<file path="src/rtl/xfer_pkg.sv">
package xfer_pkg;

   typedef enum logic [2:0] {
      ST_IDLE     = 3'd0,
      ST_HOST_WR  = 3'd1,
      ST_MEM_WR   = 3'd2,
      ST_MEM_RD   = 3'd3,
      ST_MEM_RDV  = 3'd4,
      ST_HOST_RD  = 3'd5,
      ST_DONE     = 3'd6
   } xfer_state_e;

   typedef enum logic {
      MODE_LOAD   = 1'b0,
      MODE_UNLOAD = 1'b1
   } xfer_mode_e;

endpackage

</file>
<file path="src/rtl/xfer_step_ctr.sv">
module xfer_step_ctr #(
   parameter int                 ADDR_W      = 32,
   parameter int                 STEP_COUNT  = 130326,
   parameter int                 BLOCK_BYTES = 8,
   parameter logic [ADDR_W-1:0]  BASE_ADDR   = '0
) (
   input  logic              clk_i,
   input  logic              rst_ni,
   input  logic              clear_i,
   input  logic              adv_i,
   output logic [ADDR_W-1:0] addr_o,
   output logic              last_o
);

   localparam int CNT_W = (STEP_COUNT > 1) ? $clog2(STEP_COUNT) : 1;
   localparam logic [CNT_W-1:0]  LAST_IDX = CNT_W'(STEP_COUNT - 1);
   localparam logic [ADDR_W-1:0] STRIDE   = ADDR_W'(BLOCK_BYTES);
   localparam longint SPAN_END = longint'(BASE_ADDR) + longint'(STEP_COUNT) * longint'(BLOCK_BYTES);

   if (STEP_COUNT < 1) begin : g_bad_count
      $error("xfer_step_ctr: STEP_COUNT must be at least 1");
   end
   if ((longint'(BASE_ADDR) % longint'(BLOCK_BYTES)) != 0) begin : g_bad_align
      $error("xfer_step_ctr: BASE_ADDR must be block aligned");
   end
   if (SPAN_END > (longint'(1) <<< ADDR_W)) begin : g_bad_span
      $error("xfer_step_ctr: transfer span exceeds the address space");
   end

   logic [CNT_W-1:0]  cnt_q;
   logic [ADDR_W-1:0] addr_q;

   always_ff @(posedge clk_i or negedge rst_ni) begin
      if (!rst_ni) begin
         cnt_q  <= '0;
         addr_q <= BASE_ADDR;
      end else if (clear_i) begin
         cnt_q  <= '0;
         addr_q <= BASE_ADDR;
      end else if (adv_i) begin
         cnt_q  <= cnt_q + CNT_W'(1);
         addr_q <= addr_q + STRIDE;
      end
   end

   assign addr_o = addr_q;
   assign last_o = (cnt_q == LAST_IDX);

   // step index never passes the final step
   p_cnt_range_r8: assert property (@(posedge clk_i) disable iff (!rst_ni)
      cnt_q <= LAST_IDX);

   // each advance moves the address by exactly one block
   p_addr_stride_r5: assert property (@(posedge clk_i) disable iff (!rst_ni)
      (adv_i && !clear_i) |=> (addr_q == $past(addr_q) + STRIDE));

endmodule

</file>
<file path="src/rtl/xfer_blk_reg.sv">
module xfer_blk_reg #(
   parameter int WORD_W     = 16,
   parameter int WORDS      = 4,
   parameter bit DATA_RESET = 1'b1
) (
   input  logic                      clk_i,
   input  logic                      rst_ni,
   input  logic                      cap_a_i,
   input  logic [WORD_W*WORDS-1:0]   data_a_i,
   input  logic                      cap_b_i,
   input  logic [WORD_W*WORDS-1:0]   data_b_i,
   output logic [WORD_W*WORDS-1:0]   q_o
);

   if (WORD_W < 1 || WORDS < 1) begin : g_bad_shape
      $error("xfer_blk_reg: WORD_W and WORDS must be positive");
   end

   for (genvar w = 0; w < WORDS; w++) begin : g_lane
      logic [WORD_W-1:0] word_q;

      if (DATA_RESET) begin : g_rst
         always_ff @(posedge clk_i or negedge rst_ni) begin
            if (!rst_ni) begin
               word_q <= '0;
            end else if (cap_a_i) begin
               word_q <= data_a_i[w*WORD_W +: WORD_W];
            end else if (cap_b_i) begin
               word_q <= data_b_i[w*WORD_W +: WORD_W];
            end
         end
      end else begin : g_nrst
         always_ff @(posedge clk_i) begin
            if (cap_a_i) begin
               word_q <= data_a_i[w*WORD_W +: WORD_W];
            end else if (cap_b_i) begin
               word_q <= data_b_i[w*WORD_W +: WORD_W];
            end
         end
      end

      assign q_o[w*WORD_W +: WORD_W] = word_q;
   end

   // a block is captured from one side only
   p_one_source_r10: assert property (@(posedge clk_i) disable iff (!rst_ni)
      !(cap_a_i && cap_b_i));

endmodule

</file>
<file path="src/rtl/xfer_ctrl.sv">
module xfer_ctrl
   import xfer_pkg::*;
(
   input  logic clk_i,
   input  logic rst_ni,
   input  logic start_i,
   input  logic mode_i,
   input  logic h_write_i,
   input  logic h_read_i,
   input  logic m_wait_i,
   input  logic m_rdv_i,
   input  logic last_i,
   output logic h_wait_o,
   output logic m_write_o,
   output logic m_read_o,
   output logic cap_host_o,
   output logic cap_mem_o,
   output logic ctr_clear_o,
   output logic ctr_adv_o,
   output logic rd_win_o,
   output logic busy_o,
   output logic done_o
);

   xfer_state_e state_q, state_d;
   logic        step_end;

   always_comb begin
      state_d = state_q;
      unique case (state_q)
         ST_IDLE:    if (start_i)   state_d = (mode_i == MODE_UNLOAD) ? ST_MEM_RD : ST_HOST_WR;
         ST_HOST_WR: if (h_write_i) state_d = ST_MEM_WR;
         ST_MEM_WR:  if (!m_wait_i) state_d = last_i ? ST_DONE : ST_HOST_WR;
         ST_MEM_RD:  if (!m_wait_i) state_d = m_rdv_i ? ST_HOST_RD : ST_MEM_RDV;
         ST_MEM_RDV: if (m_rdv_i)   state_d = ST_HOST_RD;
         ST_HOST_RD: if (h_read_i)  state_d = last_i ? ST_DONE : ST_MEM_RD;
         ST_DONE:                   state_d = ST_IDLE;
         default:                   state_d = ST_IDLE;
      endcase
   end

   always_ff @(posedge clk_i or negedge rst_ni) begin
      if (!rst_ni) state_q <= ST_IDLE;
      else         state_q <= state_d;
   end

   assign h_wait_o    = !((state_q == ST_HOST_WR) || (state_q == ST_HOST_RD));
   assign m_write_o   = (state_q == ST_MEM_WR);
   assign m_read_o    = (state_q == ST_MEM_RD);
   assign rd_win_o    = (state_q == ST_HOST_RD);
   assign cap_host_o  = (state_q == ST_HOST_WR) && h_write_i;
   assign cap_mem_o   = ((state_q == ST_MEM_RD) && !m_wait_i && m_rdv_i) ||
                        ((state_q == ST_MEM_RDV) && m_rdv_i);
   assign step_end    = ((state_q == ST_MEM_WR) && !m_wait_i) ||
                        ((state_q == ST_HOST_RD) && h_read_i);
   assign ctr_clear_o = (state_q == ST_IDLE) && start_i;
   assign ctr_adv_o   = step_end && !last_i;
   assign busy_o      = (state_q != ST_IDLE) && (state_q != ST_DONE);
   assign done_o      = (state_q == ST_DONE);

   // never a write and a read toward memory together
   p_mem_excl_r9: assert property (@(posedge clk_i) disable iff (!rst_ni)
      !(m_write_o && m_read_o));

   // completion is a single-cycle pulse
   p_done_pulse_r8: assert property (@(posedge clk_i) disable iff (!rst_ni)
      done_o |=> !done_o);

   // busy and done never overlap
   p_busy_done_r8: assert property (@(posedge clk_i) disable iff (!rst_ni)
      !(busy_o && done_o));

   // host is stalled whenever no operation runs
   p_idle_stall_r3: assert property (@(posedge clk_i) disable iff (!rst_ni)
      !busy_o |-> h_wait_o);

endmodule

</file>
<file path="src/rtl/blk_xfer_seq.sv">
module blk_xfer_seq #(
   parameter int                 WORD_W     = 16,
   parameter int                 WORDS      = 4,
   parameter int                 ADDR_W     = 32,
   parameter int                 STEP_COUNT = 130326,
   parameter logic [ADDR_W-1:0]  BASE_ADDR  = 32'h3FF0_0000,
   parameter bit                 DATA_RESET = 1'b1
) (
   input  logic                          clk_i,
   input  logic                          rst_ni,
   input  logic                          start_i,
   input  logic                          mode_i,
   output logic                          busy_o,
   output logic                          done_o,
   input  logic                          h_write_i,
   input  logic [WORD_W*WORDS-1:0]       h_writedata_i,
   input  logic                          h_read_i,
   output logic [WORD_W*WORDS-1:0]       h_readdata_o,
   output logic                          h_waitrequest_o,
   output logic [ADDR_W-1:0]             m_address_o,
   output logic                          m_write_o,
   output logic [WORD_W*WORDS-1:0]       m_writedata_o,
   output logic [(WORD_W*WORDS)/8-1:0]   m_byteenable_o,
   output logic                          m_read_o,
   input  logic                          m_waitrequest_i,
   input  logic [WORD_W*WORDS-1:0]       m_readdata_i,
   input  logic                          m_readdatavalid_i
);

   localparam int DATA_W      = WORD_W * WORDS;
   localparam int BE_W        = DATA_W / 8;
   localparam int BLOCK_BYTES = BE_W;

   if ((DATA_W % 8) != 0) begin : g_bad_data_w
      $error("blk_xfer_seq: block width must be whole bytes");
   end
   if (ADDR_W < 1 || ADDR_W > 62) begin : g_bad_addr_w
      $error("blk_xfer_seq: ADDR_W out of range");
   end

   logic              cap_host, cap_mem;
   logic              ctr_clear, ctr_adv, last_step, rd_win;
   logic [DATA_W-1:0] blk_q;

   xfer_ctrl u_ctrl (
      .clk_i       (clk_i),
      .rst_ni      (rst_ni),
      .start_i     (start_i),
      .mode_i      (mode_i),
      .h_write_i   (h_write_i),
      .h_read_i    (h_read_i),
      .m_wait_i    (m_waitrequest_i),
      .m_rdv_i     (m_readdatavalid_i),
      .last_i      (last_step),
      .h_wait_o    (h_waitrequest_o),
      .m_write_o   (m_write_o),
      .m_read_o    (m_read_o),
      .cap_host_o  (cap_host),
      .cap_mem_o   (cap_mem),
      .ctr_clear_o (ctr_clear),
      .ctr_adv_o   (ctr_adv),
      .rd_win_o    (rd_win),
      .busy_o      (busy_o),
      .done_o      (done_o)
   );

   xfer_step_ctr #(
      .ADDR_W      (ADDR_W),
      .STEP_COUNT  (STEP_COUNT),
      .BLOCK_BYTES (BLOCK_BYTES),
      .BASE_ADDR   (BASE_ADDR)
   ) u_ctr (
      .clk_i   (clk_i),
      .rst_ni  (rst_ni),
      .clear_i (ctr_clear),
      .adv_i   (ctr_adv),
      .addr_o  (m_address_o),
      .last_o  (last_step)
   );

   xfer_blk_reg #(
      .WORD_W     (WORD_W),
      .WORDS      (WORDS),
      .DATA_RESET (DATA_RESET)
   ) u_blk (
      .clk_i    (clk_i),
      .rst_ni   (rst_ni),
      .cap_a_i  (cap_host),
      .data_a_i (h_writedata_i),
      .cap_b_i  (cap_mem),
      .data_b_i (m_readdata_i),
      .q_o      (blk_q)
   );

   assign h_readdata_o   = blk_q;
   assign m_writedata_o  = blk_q;
   assign m_byteenable_o = '1;

   // a stalled memory write keeps its command, address and data
   p_wr_hold_r4: assert property (@(posedge clk_i) disable iff (!rst_ni)
      (m_write_o && m_waitrequest_i) |=>
         (m_write_o && $stable(m_address_o) && $stable(m_writedata_o)));

   // a stalled memory read keeps its command and address
   p_rd_hold_r6: assert property (@(posedge clk_i) disable iff (!rst_ni)
      (m_read_o && m_waitrequest_i) |=> (m_read_o && $stable(m_address_o)));

   // host read data holds until the host read is taken
   p_rdata_hold_r7: assert property (@(posedge clk_i) disable iff (!rst_ni)
      (rd_win && !h_read_i) |=> (rd_win && $stable(h_readdata_o)));

endmodule

</file>
<file path="config.mk">
export PLATFORM = sky130hd
export DESIGN_NAME = blk_xfer_seq
export DESIGN_NICKNAME = d
export VERILOG_FILES = /design/src/rtl/xfer_pkg.sv /design/src/rtl/xfer_step_ctr.sv /design/src/rtl/xfer_blk_reg.sv /design/src/rtl/xfer_ctrl.sv /design/src/rtl/blk_xfer_seq.sv
export SDC_FILE = /design/constraint.sdc
export NUM_CORES = 1
export LEC_CHECK = 0
export ABC_AREA = 1
export ABC_CLOCK_PERIOD_IN_PS = 1600
export CORE_MARGIN = 4
export CORE_UTILIZATION = 40
export CTS_BUF_LIST = sky130_fd_sc_hd__clkbuf_4 sky130_fd_sc_hd__clkbuf_8
export DETAILED_ROUTE_END_ITERATION = 12
export GPL_TIMING_DRIVEN = 0
export PLACE_DENSITY = 0.79
export SKIP_LAST_GASP = 1
export SLEW_MARGIN = 25
export SYNTH_ARGS = -nofsm -noshare
export SYNTH_HDL_FRONTEND = slang
export SYNTH_SLANG_ARGS = --single-unit
export TNS_END_PERCENT = 20
</file>
<file path="constraint.sdc">
create_clock -name clk_i -period 1.6 [get_ports clk_i]
set_clock_uncertainty 0.05 [all_clocks]
set_input_delay 0.16 -clock clk_i [delete_from_list [all_inputs] [get_ports clk_i]]
set_output_delay 0.16 -clock clk_i [all_outputs]
set_load 0.05 [all_outputs]
</file>
==> results by group, run 1 <==
CTS
  – Clk sinks: around 110
  – TritonCTS buffer count: 17
  – Worst skew pair latency: 0.44 ns
  – Clk slew on worst S/H paths: 0.07 ns
  – Clk root buf: clkbuf_8
  – H-tree depth: 4
  – CTS tree: built
  – Max clock buf depth: 2

Timing
  – Setup TNS: -19.38 ns
  – Hold Vio Cnt, Final: 0
  – Tmin final: 1.88 ns
  – Max Fclk: 533 MHz
  – Period utilization: 117%
  – Max_slew headroom: 59.8%
  – Pins Over Slew Limit: 0
  – Unrepaired setup endpoints after global routing: yes
  – Final setup violation count: 186
  – Worst Slack Setup Final: -0.278 ns
  – Worst slew pin tran: 0.605 ns

Setup path
  – WS Path Type: reg -> reg
  – Worst Path Required: 1.92 ns
  – Crit path DAT: 2.20 ns
  – Startpoint types: flip-flop
  – Crit path capture type: flip-flop
  – Crit path max fanout: 8

Min path
  – Hold WC Path Type: in -> async

Placed design
  – Port bufs: 297
  – GP Congestion: 0.910
  – Placed cells: 1623
  – Post-DP Area: 10700 um^2
  – DP Wirelength: roughly 20000 um

GRT
  – Grt total ovfl: 0
  – Largest net degree at the start of global routing: 73
  – Vias in the first global route: 7591
  – GRT Util Overall: 24.7%
  – First-pass GRT wire length: 39600 um
  – Initial antenna violation count: 2

Detailed routing
  – Via count: 8109
  – DR WL/cell: 16.3 um
  – TritonRoute pass-1 iters: 5
  – Routed WL: 27600 um
  – DRT antenna net count: 0
  – DRT iter0 DRCs: slightly below 400
  – DRC: 0
  – Vias per std cell: 4.81

Cells and area
  – Final instance area: 11900 um^2
  – Layout cells sized above 1: 22.6%
  – Nets: 1584
  – N_diodes: 0
  – P&R area growth vs syn: 61.7%
  – Fin cells: 1687

Power and ir drop
  – Internal power: between 0.01 and 0.015 W
  – Sequential power share: 21.3%
  – Leakage: 6.06 nW
  – Sw Pwr: 0.0134 W
  – Logic pwr share: about two thirds
  – Clock power share: 11.8%
  – Net Sw Frac: 53.9%
  – Power per Cell Area: around 2100 nW/um^2
  – Maximum VDD drop: 2190 uV

Status
  – Failing checks: setup timing
  – Status: finished with violations

Die
  – Starting density of the core: 40.7%
  – Die X: between 100 and 150 um
  – Rows: 49
  – Io pins: 309
  – Die area: about 21000 um^2
  – Core Area: 18000 um^2
  – Die Span Y: 143 um

Run
  – Max Cap Violations: 0

Logic synthesis
  – Register bit total from synthesis: ~110
  – Yosys cell types: 32
  – Syn Area/Cell: 6.75 um^2
  – Yosys warnings: 0
  – Synth Cell Area: about 7300 um^2
  – Post-synthesis sequential area ratio: 38.7%
  – Post-Syn Instances: 1087
==> final cells by class <==
cell class	instances	area (um^2)
Buffer	114	943
Sequential cell	113	2850
Timing Repair Buffer	330	3280
Multi-Input combinational cell	694	3400
Inverter	175	662
Clock buffer	22	303
Fill cell	1579	6170
Clock inverter	10	130
Tap cell	229	287
==> cell usage in the layout, fill, tap and decap left out, types with 3 or more instances in the layout <==
cell type / netlist / routed
inv_1: 169 / 167
buf_6: 0 / 15
o21ai_1: 93 / 90
buf_8: 0 / 13
dfrtp_2: 0 / 7
nor2_1: 84 / 77
nand2_1: 350 / 314
dfstp_2: 10 / 10
clkbuf_16: 0 / 9
dfrtp_1: 103 / 96
nor2_2: 2 / 4
or2_2: 4 / 4
o21ai_0: 50 / 44
nand3_1: 45 / 44
clkdlybuf4s15_2: 0 / 32
buf_4: 86 / 95
nor2_4: 3 / 8
nand2_2: 1 / 28
xor2_1: 12 / 12
nand4_1: 18 / 18
clkinv_2: 0 / 5
clkdlybuf4s50_1: 0 / 140
o21ai_2: 0 / 7
buf_2: 24 / 28
conb_1: 2 / 11
buf_12: 0 / 3
nand2_4: 0 / 8
clkbuf_8: 0 / 22
dlygate4sd2_1: 0 / 101
bufinv_16: 0 / 3
inv_2: 6 / 6
==> sequential cells by signal, indices dropped and copies added, names as in the netlist <==
register / count
u_ctrl.state_q: 3
u_blk.g_lane.word_q: 64
u_ctr.cnt_q: 17
u_ctr.addr_o: 29
==> critical path, cell delays in order (launching register included) <==
cell     delay, ns
dfrtp_1       0.43
inv_2         0.11
ha_4          0.13
nand2_2       0.04
nor2_2        0.09
nand2_2       0.09
nor2_4        0.18
nor2_8        0.08
nor2_4        0.19
buf_6         0.15
buf_8         0.12
nand2_1       0.06
nand2_1       0.07
==> kinds of logic after synthesis <==
kind of cell / Yosys count / share of synthesized area, %
simple gates: 516 / 28.9
buf+inv: 289 / 19.6
compound gates: 150 / 10.5
flops: 113 / 38.7
xor+xnor: 14 / 1.67
fa+ha+maj: 3 / 0.512
other cells: 2 / 0.102
==> routing by layer <==
metal	share of wire, %	wire length (um)	vias up	GRT usage (%)
li1	-	-	3974	-
met1	39	10700	3732	30.2
met5	0.083	23	-	0
met2	49	13500	331	40.6
met4	3.9	1070	4	10.6
met3	8.2	2270	68	7.49
==> power groups by stage <==
stage,Clock [W],Sequential (W),Combinational [W]
4_1_cts,0.00298,0.00522,0.0148
6_report,0.00294,0.00527,0.0166
3_5_place_dp,0,0.00526,0.0157
5_1_grt,0.00314,0.00541,0.0176
2_1_floorplan,0,0.00811,0.00737
3_3_place_gp,0,0.00524,0.0155
==> final timing paths <==
kind / start / end / slack (ns) / depth (start not counted)
setup / recovery: u_ctr.cnt_q[1] / u_ctr.addr_o[19] / -0.28 / 12
hold / removal: rst_ni / u_ctr.addr_o[8] / 0.15 / 2
setup reg to reg: u_ctr.cnt_q[1] / u_ctr.addr_o[19] / -0.28 / 12
hold reg to reg: u_ctr.addr_o[28] / u_ctr.addr_o[28] / 0.46 / 2
max in group asynchronous: rst_ni / u_ctr.addr_o[20] / 0.61 / 3
min in group clk_i: h_writedata_i[13] / u_blk.g_lane[0].word_q[13] / 0.32 / 5
==> synth_stat cells <==
| cell type | number | share of area, % |
|---|---|---|
| a21oi_1 | 2 | 0.14 |
| and2_1 | 1 | 0.085 |
| buf_2 | 24 | 1.6 |
| buf_4 | 86 | 8.8 |
| clkbuf_1 | 4 | 0.20 |
| conb_1 | 2 | 0.10 |
| dfrtp_1 | 103 | 35 |
| dfstp_2 | 10 | 3.6 |
| ha_1 | 3 | 0.51 |
| inv_1 | 169 | 8.7 |
| inv_2 | 6 | 0.31 |
| nand2_1 | 350 | 18 |
| nand2_2 | 1 | 0.085 |
| nand3_1 | 45 | 3.1 |
| nand3_2 | 2 | 0.27 |
| nand3b_1 | 1 | 0.10 |
| nand4_1 | 18 | 1.5 |
| nor2_1 | 84 | 4.3 |
| nor2_2 | 2 | 0.17 |
| nor2_4 | 3 | 0.46 |
| nor2_8 | 1 | 0.27 |
| nor3_1 | 3 | 0.20 |
| nor4_1 | 1 | 0.085 |
| o211ai_2 | 1 | 0.17 |
| o21ai_0 | 50 | 3.4 |
| o21ai_1 | 93 | 6.3 |
| o21bai_1 | 1 | 0.10 |
| o22ai_1 | 1 | 0.085 |
| o31ai_1 | 2 | 0.20 |
| or2_2 | 4 | 0.34 |
| xnor2_1 | 2 | 0.24 |
| xor2_1 | 12 | 1.4 |
==> timing repair <==
item | CTS | global route
resized for setup | 328 | 149
pin swaps | 2 | 30
buffers inserted | 3 | 17
setup endpoints to repair | 272 | 239
cloned | 0 | 11
hold buffers | 1 | 0
endpoints found under the hold margin | 51 | 0
==> through the flow <==
| stage | util, % | setup WS (ns) | total power [W] | hold slack (ns) |
|---|---|---|---|---|
| after floorplan | - | -0.0769 | 0.0155 | -0.186 |
| after global placement | 59.1 | -4.62 | 0.0208 | 0.444 |
| after detailed placement | 59.3 | -0.317 | 0.0210 | 0.0558 |
| after CTS | 61.0 | -0.277 | 0.0230 | 0.140 |
| after global routing | 65.8 | -0.370 | 0.0261 | 0.168 |
| final | 65.8 | -0.278 | 0.0248 | 0.153 |
No activity file was read; power rests on OpenSTA's default activity.
==> inputs of run 2 (changes only) <==
--- a/config.mk
+++ b/config.mk
@@ -7,7 +7,6 @@
 export LEC_CHECK = 0
 export ABC_AREA = 1
 export ABC_CLOCK_PERIOD_IN_PS = 1600
-export CORE_MARGIN = 4
 export CORE_UTILIZATION = 40
 export CTS_BUF_LIST = sky130_fd_sc_hd__clkbuf_4 sky130_fd_sc_hd__clkbuf_8
 export DETAILED_ROUTE_END_ITERATION = 12
==> results by group, run 2 (synthesized netlist as in run 1, its figures left out) <==
Detailed routing
  – TritonRoute pass-1 iters: 5 (unchanged)
  – Vias per std cell: 4.85 (+0.91%)
  – DRT antenna net count: 0 (unchanged)
  – DRT iter0 DRCs: 489 (+23%)
  – Routed WL: 28100 um (+1.8%)
  – DRC: 0 (unchanged)
  – DR WL/cell: 16.6 um (+1.3%)
  – Via count: 8222 (+1.4%)

Cells and area
  – Fin cells: 1695 (+0.47%)
  – # fillers: 1527 (-3.3%)
  – Register Area: 2850 um^2 (about the same)
  – Nets: 1589 (+0.32%)
  – P&R area growth vs syn: 62.1%
  – Largest register FFs: 64 (unchanged)
  – Most common cell after layout, fill and taps aside: nand2_1
  – Largest reg by FF count: u_blk.g_lane.word_q
  – Commonest cells after routing, fill and taps aside: 307 x nand2_1, 166 x inv_1, 148 x clkdlybuf4s50_1
  – Area of the multi-input gates: 3410 um^2 (+0.44%)
  – Layout cells sized above 1: 23.9% (+1.2 points)

Setup path
  – Setup crit start: u_blk.g_lane[1].word_q[15]
  – Buf+Inv Stages, Crit Path: 1 (-2)
  – CP max stage delay: 0.83 ns (+0.40 ns)
  – Crit path capture type: output port
  – Crit-path slowest cell: clkdlybuf4s50_1
  – WS Path Type: reg -> out
  – Crit path max-delay family: buffers and inverters
  – Critical-path cell list: clkdlybuf4s50_1
  – Crit path DAT: 1.66 ns (-0.54 ns)
  – Worst Path Required: 1.39 ns (-0.53 ns)
  – Startpoint types: flip-flop
  – Crit path max fanout: 3 (-5)
  – Worst R2R Start: u_ctr.cnt_q[1]

Timing
  – Worst Slack Setup Final: -0.271 ns (+0.00637 ns)
  – Hold Vio Cnt, Final: 0 (unchanged)
  – Pins Over Slew Limit: 0 (unchanged)
  – Setup TNS: -22.34 ns (-2.96 ns)
  – Final setup violation count: 208 (+12%)
  – Unrepaired setup endpoints after global routing: yes
  – Period utilization: 117% (-0.40 points)
  – Worst slew pin tran: 0.568 ns (-0.0368 ns)
  – Max_slew headroom: 61.8% (+2.0 points)
  – Tmin final: 1.87 ns (-0.00637 ns)
  – Max Fclk: 534 MHz (+0.34%)

Placed design
  – Placed cells: 1623 (unchanged)
  – Post-Place Setup Slack: -0.308 ns (+0.00893 ns)
  – GP Congestion: 1.01 (+11%)
  – DP Wirelength: 20400 um (-0.68%)
  – Port bufs: 297 (unchanged)

Power and ir drop
  – Total Power: 0.0250 W (+0.63%)
  – Clock power share: 11.5% (-0.3 points)
  – Power per Cell Area: 2100 nW/um^2 (+0.39%)
  – Net Sw Frac: 54.2% (+0.32 points)
  – Sequential power share: 21.3% (about the same)
  – Internal power: 0.0114 W (about the same)
  – Sw Pwr: 0.0135 W (+1.2%)
  – Leakage: 6.06 nW (+0.13%)
  – Logic pwr share: 67.2% (+0.3 points)
  – Maximum VDD drop: 2130 uV (-2.7%)

Status
  – Failing checks: setup timing
  – Status: finished with violations

Run
  – Max Cap Violations: 0 (unchanged)

Die
  – Core Area: 18000 um^2 (-0.34%)
  – Die X: 137 um (-4.2%)
  – Io pins: 309 (unchanged)
  – Starting density of the core: 40.8% (+0.14 points)
  – Rows: 49 (unchanged)
  – Die Span Y: 137 um (-4.2%)
  – Die area: 18900 um^2 (-8.2%)

CTS
  – TritonCTS buffer count: 17 (unchanged)
  – Clk slew on worst S/H paths: 0.08 ns (about the same)
  – CTS tree: built
  – Worst skew pair latency: 0.45 ns (about the same)
  – Max clock buf depth: 2 (unchanged)
  – Clk root buf: clkbuf_8
  – Clk sinks: 113 (unchanged)
  – H-tree depth: 4 (unchanged)

GRT
  – Initial antenna violation count: 3 (+1)
  – GRT Util Overall: 28.0% (+3.3 points)
  – Vias in the first global route: 7316 (-3.6%)
  – Largest net degree at the start of global routing: 66 (-9.6%)
  – First-pass GRT wire length: 39300 um (-0.66%)
  – Grt total ovfl: 0 (unchanged)

Min path
  – Hold WC Path Type: in -> async
==> run 2: cell types whose count changed in the layout (fill, tap and decap cells not counted), moves of 3 or more <==
cell             change
o21ai_1             -14
o21ai_2             +11
buf_4                +5
nand2_4              +3
nand2_2              +5
diode_2              +3
dlygate4sd2_1        -8
clkbuf_8             -4
nand2_1              -7
clkdlybuf4s50_1      +8
o21ai_0              +5
==> run 2: stage by stage <==
step	hold WS, ns	cell area (um^2)	util, %
after CTS	0.154	11000	61.1
after global placement	0.446	10700	59.3
final	0.147	11900	66.1
after global routing	0.170	11900	66.1
after detailed placement	0.0392	10700	59.5
after floorplan	-0.186	7390	-
==> run 2: worst register-to-register path: stages (launching register included) <==
cell       delay, ns
dfrtp_1         0.41
inv_2           0.10
ha_4            0.12
nand2_1         0.04
nor2_1          0.11
nand2_2         0.09
nor2_4          0.18
nor2_8          0.08
nor2_4          0.14
buf_12          0.15
clkbuf_16       0.17
nand2_2         0.04
nand2_1         0.06
==> run 2: final timing paths <==
check | to | slack [ns] | cells past startpoint
worst min register to register | u_ctr.addr_o[24] | 0.46 | 2
min in group clk_i | u_blk.g_lane[3].word_q[9] | 0.32 | 5
max in group asynchronous | u_ctr.addr_o[23] | 0.64 | 3
worst max-delay path | h_readdata_o[31] | -0.27 | 1
worst max register to register | u_ctr.cnt_q[11] | -0.18 | 12
worst min-delay path | u_ctr.addr_o[8] | 0.15 | 2
==> run 2: cell type report <==
| class | instances | share of cell area (%) |
|---|---|---|
| sequential | 113 | 24.0 |
| antenna | 3 | 0.0632 |
| clock buffer | 20 | 2.21 |
| clock inverter | 12 | 1.18 |
| buffer | 114 | 7.89 |
| multi-input combinational | 694 | 28.7 |
| timing repair buffer | 335 | 28.0 |
| tap | 229 | 2.41 |
| inverter | 175 | 5.55 |
==> run 2: repair_timing <==
action / 4_1_cts / 5_1_grt
hold buffers: 1 / 0
hold endpoints to repair: 109 / 0
buffers inserted: 4 / 20
resized for setup: 313 / 167
setup endpoints to repair: 272 / 242
gates cloned: 0 / 12
pin swaps: 0 / 24
==> run 2: power by group through the flow <==
stage | combinational [W] | clock [W] | sequential (W)
6_report | 0.0168 | 0.00287 | 0.00532
2_1_floorplan | 0.00737 | 0 | 0.00811
3_3_place_gp | 0.0154 | 0 | 0.00527
3_5_place_dp | 0.0156 | 0 | 0.00528
4_1_cts | 0.0148 | 0.00287 | 0.00524
5_1_grt | 0.0177 | 0.00300 | 0.00543
==> run 2: layer usage <==
| layer | vias up | GRT usage [%] | wire (um) |
|---|---|---|---|
| li1 | 3990 | - | - |
| met1 | 3860 | 34.9 | 11200 |
| met2 | 329 | 45.4 | 13900 |
| met3 | 41 | 8.35 | 2240 |
| met4 | 2 | 10.6 | 690 |
| met5 | - | 0 | 14 |
